===== src/rtl/symmid_pkg.sv =====
package symmid_pkg;

    typedef enum logic {
        ROW_IDLE = 1'b0,
        ROW_OPEN = 1'b1
    } row_state_e;

    // One decoded input step, produced by the column tracker.
    typedef struct packed {
        logic take;      // pixel is accepted this cycle
        logic edge_bit;  // edge value of the pixel
        logic fresh;     // a new row begins this cycle
        logic close;     // the open row ends after this cycle
    } step_t;

    function automatic int slot_count(input int n);
        return 2 * n - 1;
    endfunction

    function automatic int col_width(input int n);
        return $clog2(n + 1);
    endfunction

endpackage


===== src/rtl/symmid_col_tracker.sv =====
module symmid_col_tracker
    import symmid_pkg::*;
#(
    parameter int N  = 16,
    parameter int CW = 5
) (
    input  logic          clk,
    input  logic          rst,
    input  logic          pix_valid,
    input  logic          pix_edge,
    input  logic          row_start,
    input  logic          row_end,
    output step_t         step,
    output logic [CW-1:0] col_now
);

    row_state_e    state_q;
    logic [CW-1:0] col_q;
    logic          open_now;
    logic          room;

    always_comb begin
        open_now      = row_start || (state_q == ROW_OPEN);
        col_now       = row_start ? '0 : col_q;
        room          = col_now < CW'(N);
        step.take     = pix_valid && open_now && room;
        step.edge_bit = pix_edge;
        step.fresh    = row_start;
        step.close    = row_end && open_now;
    end

    always_ff @(posedge clk) begin
        if (rst) begin
            state_q <= ROW_IDLE;
            col_q   <= '0;
        end else begin
            if (row_start) col_q <= '0;
            if (step.take) col_q <= col_now + CW'(1);
            if (step.close)     state_q <= ROW_IDLE;
            else if (row_start) state_q <= ROW_OPEN;
        end
    end

    // the column count never passes the row width
    a_r8_col_bound: assert property (@(posedge clk) disable iff (rst)
        col_q <= CW'(N));

    // a closed row accepts nothing until reopened
    a_r7_closed_no_take: assert property (@(posedge clk) disable iff (rst)
        (state_q == ROW_IDLE && !row_start) |-> !step.take);

endmodule


===== src/rtl/symmid_slot_reg.sv =====
module symmid_slot_reg #(
    parameter int N  = 16,
    parameter int S  = 31,
    parameter int CW = 5
) (
    input  logic          clk,
    input  logic          rst,
    input  logic          take,
    input  logic          edge_bit,
    input  logic          fresh,
    input  logic [CW-1:0] col_now,
    output logic [S-1:0]  pend
);

    // Slots that earlier edges would form with the next column. The
    // register advances by one slot per pixel, while the injection point
    // advances by two, so each new pixel meets every stored edge once.
    logic [S-1:0] inj;
    logic [S-1:0] base;

    for (genvar s = 0; s < S; s++) begin : g_inj
        if (s % 2 == 1) begin : g_odd
            assign inj[s] = edge_bit && (col_now == CW'((s - 1) / 2));
        end else begin : g_even
            assign inj[s] = 1'b0;
        end
    end

    always_comb base = fresh ? '0 : (pend << 1);

    always_ff @(posedge clk) begin
        if (rst)        pend <= '0;
        else if (take)  pend <= base | inj;
        else if (fresh) pend <= '0;
    end

    // a restart without a pixel leaves no history behind
    a_r6_fresh_clears: assert property (@(posedge clk) disable iff (rst)
        (fresh && !take) |=> (pend == '0));

    // a stall holds the pending pattern
    a_r5_stall_holds: assert property (@(posedge clk) disable iff (rst)
        (!take && !fresh) |=> $stable(pend));

endmodule


===== src/rtl/symmid_stream.sv =====
module symmid_stream
    import symmid_pkg::*;
#(
    parameter int N = 16,
    localparam int S  = slot_count(N),
    localparam int CW = col_width(N)
) (
    input  logic         clk,
    input  logic         rst,
    input  logic         pix_valid,
    input  logic         pix_edge,
    input  logic         row_start,
    input  logic         row_end,
    output logic         mid_valid,
    output logic [S-1:0] mid_flags,
    output logic         row_done
);

    step_t         step;
    logic [CW-1:0] col_now;
    logic [S-1:0]  pend;
    logic [S-1:0]  flags_d;

    symmid_col_tracker #(.N(N), .CW(CW)) u_track (
        .clk       (clk),
        .rst       (rst),
        .pix_valid (pix_valid),
        .pix_edge  (pix_edge),
        .row_start (row_start),
        .row_end   (row_end),
        .step      (step),
        .col_now   (col_now)
    );

    symmid_slot_reg #(.N(N), .S(S), .CW(CW)) u_slots (
        .clk      (clk),
        .rst      (rst),
        .take     (step.take),
        .edge_bit (step.edge_bit),
        .fresh    (step.fresh),
        .col_now  (col_now),
        .pend     (pend)
    );

    // Pairing AND bank: the new edge gates the whole pending pattern.
    always_comb begin
        if (step.take && step.edge_bit && !step.fresh) flags_d = pend;
        else                                           flags_d = '0;
    end

    always_ff @(posedge clk) begin
        if (rst) begin
            mid_valid <= 1'b0;
            mid_flags <= '0;
            row_done  <= 1'b0;
        end else begin
            mid_valid <= step.take;
            mid_flags <= flags_d;
            row_done  <= step.close;
        end
    end

    a_r2_valid_needs_pixel: assert property (@(posedge clk) disable iff (rst)
        mid_valid |-> $past(pix_valid));

    a_r4_quiet_flags: assert property (@(posedge clk) disable iff (rst)
        !mid_valid |-> (mid_flags == '0));

    a_r9_first_col_empty: assert property (@(posedge clk) disable iff (rst)
        (mid_valid && $past(row_start)) |-> (mid_flags == '0));

    a_r7_done_after_end: assert property (@(posedge clk) disable iff (rst)
        row_done |-> $past(row_end));

    a_r3_top_slot_clear: assert property (@(posedge clk) disable iff (rst)
        mid_flags[S-1] == 1'b0);

endmodule


===== config.mk =====
export PLATFORM = sky130hd
export DESIGN_NAME = symmid_stream
export DESIGN_NICKNAME = d
export VERILOG_FILES = /design/src/rtl/symmid_pkg.sv /design/src/rtl/symmid_col_tracker.sv /design/src/rtl/symmid_slot_reg.sv /design/src/rtl/symmid_stream.sv
export SDC_FILE = /design/constraint.sdc
export NUM_CORES = 1
export LEC_CHECK = 0
export ABC_AREA = 1
export CAP_MARGIN = 20
export CORE_MARGIN = 5
export CORE_UTILIZATION = 50
export CTS_CLUSTER_DIAMETER = 80
export CTS_CLUSTER_SIZE = 28
export DETAILED_ROUTE_END_ITERATION = 8
export PLACE_DENSITY = 0.74
export SLEW_MARGIN = 20
export SYNTH_ARGS = -nofsm -noshare
export SYNTH_HDL_FRONTEND = slang
export SYNTH_SLANG_ARGS = --single-unit

===== constraint.sdc =====
create_clock -name clk -period 3.41 [get_ports clk]
set_input_delay 0.682 -clock clk [delete_from_list [all_inputs] [get_ports clk]]
set_output_delay 0.682 -clock clk [all_outputs]
set_load 0.02 [all_outputs]

* After elaboration in Yosys (flattened, before gate mapping)
Cells that the tools add are included.
Operators by class: add/sub/neg operators 1, magnitude comparators 1, equality and inequality tests 14, multiplexer cells 5, bitwise gates (word level) 2, reduce and logical (&&, ||, !) cells 26
Operators with widths (count):
- 31-bit two-way mux | 3
- 5-bit by 4-bit == test with 1-bit output (second input constant) | 7
- 31-bit by 30-bit bitwise OR with 31-bit output | 1
- 5-bit by 3-bit == test with 1-bit output (second input constant) | 4
- 1-bit logical AND | 20
- 5-bit by 2-bit == test with 1-bit output (second input constant) | 2
- 5-bit two-way mux | 2
- 5-bit by 1-bit adder with 5-bit output (second input constant) | 1
- 5-bit by 1-bit == test with 1-bit output (second input constant) | 1
- 5-bit logical NOT | 1
- 5-bit < comparator (second input constant) | 1
- 2-bit OR reduction | 2
- 2-bit nonzero test | 1
- 1-bit logical NOT | 1
- 1-bit logical OR | 1
- 1-bit inverter | 1
Storage, ports and cells: register bits 70, input port bits 6, output and inout bits 33, logic and storage cells 55

* Longest topological paths before layout
depth in word-level cells 7, gate-level depth with buffers 10

* By module
A second synthesis with hierarchy kept.
Unflattened totals: cells, all modules 353, area, all modules 2997.9 µm²
Modules (own cells, without submodules):
- symmid_slot_reg | instances 1, cells an instance 195, area each 1412.6 µm², sequential area each 600.6 µm²
- symmid_stream | instances 1, cells an instance 105, area each 1222.4 µm², sequential area each 660.6 µm²
- symmid_col_tracker | instances 1, cells an instance 53, area each 362.8 µm², sequential area each 120.1 µm²

* Least setup slack after synthesis
Ideal clock, no wire load.
path type in2reg, from in row_start, to reg u_slots.pend[11], library setup time 109 ps, arrival 1421 ps, slack 1881 ps, cell stages on the path 9, buffers on the path 2, path through buf_6 > nor2_2 > nor2_2 > nand2_4 > buf_6 > nor2_1 > nand2_1 > nand2_1 > inv_1
Between the ends: cells in the longest elaborated chain, start to end 5
RTL lines:
- start, declared | RTL line symmid_stream.sv:12 | input logic row_start,
- parallel branches: the longest is 5 deep, another holds 5-bit < comparator
- end signal, assigned | RTL line symmid_slot_reg.sv:33 | else if (take) pend <= base | inj;
- end, declared | RTL line symmid_slot_reg.sv:12 | output logic [S-1:0] pend
Several ways; the timed one is not identified. A chain may end at the register's enable or synchronous reset.

* Worst setup path after layout
from in row_start, to reg u_slots.pend[19]
Between the ends: cells in the longest elaborated chain, start to end 5
RTL lines:
- parallel branches: the longest is 5 deep, another holds 5-bit < comparator
Several ways; the timed one is not identified.

==> impl_metrics.json <==
{
  "outcome": "completed",
  "yosys-top-cells-area": "dfxtp_1 (50%), nor2_1 (9.8%), nand2_1 (9.2%)",
  "final_nets": 406,
  "worstRegToRegCells": 7,
  "post_cts.resized_instances": 0,
  "p_leak_nw": 1.358,
  "worstHoldEndpoint": "mid_flags[30]",
  "regToRegStartpoint": "u_track.col_q[4]",
  "synth_area_leader_cell": "dfxtp_1",
  "core_area_mm2": 0.005205,
  "yosysMostFrequentCell": "nor2_1",
  "start_util_pct": 52.26,
  "areaGrowthSynthToFinish_pct": 19.23,
  "synth_area_per_cell_um2": 7.412,
  "tritoncts_num_sinks": 68,
  "crit_arrival_ps": 2490,
  "die_area_mm2": 0.007015,
  "cts_tree": "done",
  "fmax_mhz": 445.0,
  "ys_ff_latch": 68,
  "post_cts_buffers": 0,
  "wire_per_inst_um": 11.32,
  "num_vias": 2267,
  "min_path_cells": 2,
  "crit_type": "primary input to flop",
  "hold_viol": 0,
  "firstDrtPassIters": 4,
  "grt_first_pass_wirelength_um": 9425,
  "num_rows": 26,
  "synth_top_area_share_pct": 50.05,
  "n_fill_cell": 472,
  "finalMaxSlewViolations": 0,
  "track_usage_pct": 16.84,
  "critical_path_required_ps": 3650,
  "boundaryPins": 39,
  "dieHeight_um": 83.76,
  "final.setup.tns_ps": 0,
  "hold_buffers": 0,
  "grt_max_degree": 47,
  "slew-limit-headroom_pct": 54.93,
  "yosysWarnings": 0,
  "synth_common_cells": "nor2_1 (71), dfxtp_1 (68), nand2_1 (67)",
  "r2r_slack_ps": 1930,
  "grt_antenna_before_repair": 0,
  "r2r-end": "mid_flags[13]",
  "drt-total-wl_um": 5376,
  "synth_cell_types": 23,
  "hold_start": "u_slots.pend[30]",
  "insertion_delay_ps": 340,
  "portBuffers": 37,
  "fin_skew_ps": 5.884,
  "place_congestion": 0.9003,
  "drive_gt1_share_pct": 10.62,
  "netlist_area_mm2": 0.002720,
  "crit_path_max_fanout": 46,
  "cts_max_level": 3,
  "worst_setup_path_start_kind": "primary input",
  "grt_overflow": 0,
  "max-vdd-ir-drop_v": 0.0002833,
  "drc": 0,
  "power_density_mw_per_mm2": 484.5,
  "pre_cts_slack_ps": 826.8,
  "crit_path_end_kind": "flop",
  "clockBufferDepth": 2,
  "hold_class": "flop to flop",
  "synth_flop_cell": "dfxtp_1",
  "grt_pass1_vias": 2139,
  "synth_edf_count": 0,
  "fin_ws_ps": 1163,
  "path_clk_slew_ps": 70,
  "ys_seq_area_share_pct": 50.05,
  "cap_viol_max_count": 0,
  "async_flop_share_pct": 0,
  "numCtsBuffers": 9,
  "root_buffer": "clkbuf_8",
  "antenna_cells": 0,
  "antenna_left": 0,
  "post-route-min-period_ps": 2247,
  "netlist_instances": 367,
  "die_w_um": 83.76,
  "syn_nets": 373,
  "drtIter0Drc": 165,
  "worst_pin_slew_ps": 673.7,
  "finalSetupViolations": 0,
  "viasPerCell": 4.773,
  "place_hpwl_um": 3577,
  "rsz0062_at_grt": "no",
  "period_share_pct": 65.91
}
## registers in the layout, indices dropped and copies added (netlist names)
register / flops
mid_flags: 30
u_slots.pend: 30
u_track.col_q: 5
mid_valid: 1
row_done: 1
u_track.state_q: 1
## worst max-delay path by stage
| stage | endpoint | startpoint | slack [ps] | cells past startpoint |
|---|---|---|---|---|
| final | u_slots.pend[19] | row_start | 1160 | 8 |
| after global routing | mid_flags[30] | row_start | 1010 | 7 |
| after CTS | u_slots.pend[19] | row_start | 1190 | 8 |
| after detailed placement | u_slots.pend[19] | row_start | 830 | 8 |
| after global placement | mid_flags[13] | row_start | 850 | 7 |
| after floorplan | u_slots.pend[11] | row_start | 1880 | 9 |
## per-layer routing
| layer | GRT usage, % | vias to the layer above | routed length [um] |
|---|---|---|---|
| met2 | 28.27 | 52 | 2545 |
| li1 | - | 1179 | - |
| met4 | 8.333 | 0 | 116 |
| met5 | 0 | - | 0 |
| met3 | 5.331 | 12 | 309 |
| met1 | 19.23 | 1024 | 2404 |
## through the flow
step | total power, mW | hold slack, ps | instance area [um^2] | cells | util [%]
2_1_floorplan | 0.9418 | 423.9 | 2720 | 367 | -
4_1_cts | 1.589 | 455.1 | 3243 | 475 | 62.31
5_1_grt | 1.649 | 491.0 | 3243 | 475 | 62.31
6_report | 1.571 | 454.0 | 3243 | 475 | 62.31
3_3_place_gp | 0.9622 | 447.5 | 3059 | 459 | 58.77
3_5_place_dp | 0.9648 | 440.4 | 3059 | 459 | 58.77
## cell usage in the layout (no fill, tap or decap)
master / synthesis / final
nor2_1: 71 / 71
dfxtp_1: 68 / 68
nand2_1: 67 / 67
inv_1: 50 / 50
clkdlybuf4s50_1: 0 / 37
a21oi_1: 33 / 33
nor2_2: 16 / 16
o21ai_0: 16 / 16
nand3_1: 13 / 13
clkbuf_8: 0 / 9
nand2_2: 4 / 4
buf_4: 3 / 4
clkinv_2: 0 / 3
inv_2: 2 / 2
clkbuf_1: 2 / 2
o21ai_2: 1 / 1
nor2_4: 1 / 1
nand3b_1: 1 / 1
nand2_4: 1 / 1
nand4_1: 1 / 1
nor3b_1: 1 / 1
nor3_1: 1 / 1
conb_1: 1 / 1
clkinvlp_4: 0 / 1
bufinv_16: 0 / 1
## layout make-up
cell class                 instances  area (um^2)  share of cell area, %
inverter                          52        195.2                  6.019
sequential                        68         1361                  41.98
clock inverter                     5        52.55                  1.620
tap                               70        87.58                  2.701
timing repair buffer              41        400.4                  12.35
clock buffer                      11        131.4                  4.051
multi-input combinational        228         1015                  31.29
## worst max-delay path: stages
cell	delay, ps
clkdlybuf4s50_1	760
inv_2	250
nand2_2	150
nand2_4	250
nor2_1	220
nand2_1	70
nand2_1	70
inv_1	40
## power breakdown
part / internal, mW / switching (mW)
Combinational: 0.0392 / 0.0822
Clock: 0.334 / 0.290
Sequential: 0.817 / 0.00936
## cells by family after synthesis
family	synth area share, %
compound gates	9.338
buf+inv	12.65
flops	50.05
other cells	0.1379
simple gates	27.83
Note: power is estimated with default switching activity, not from simulation.
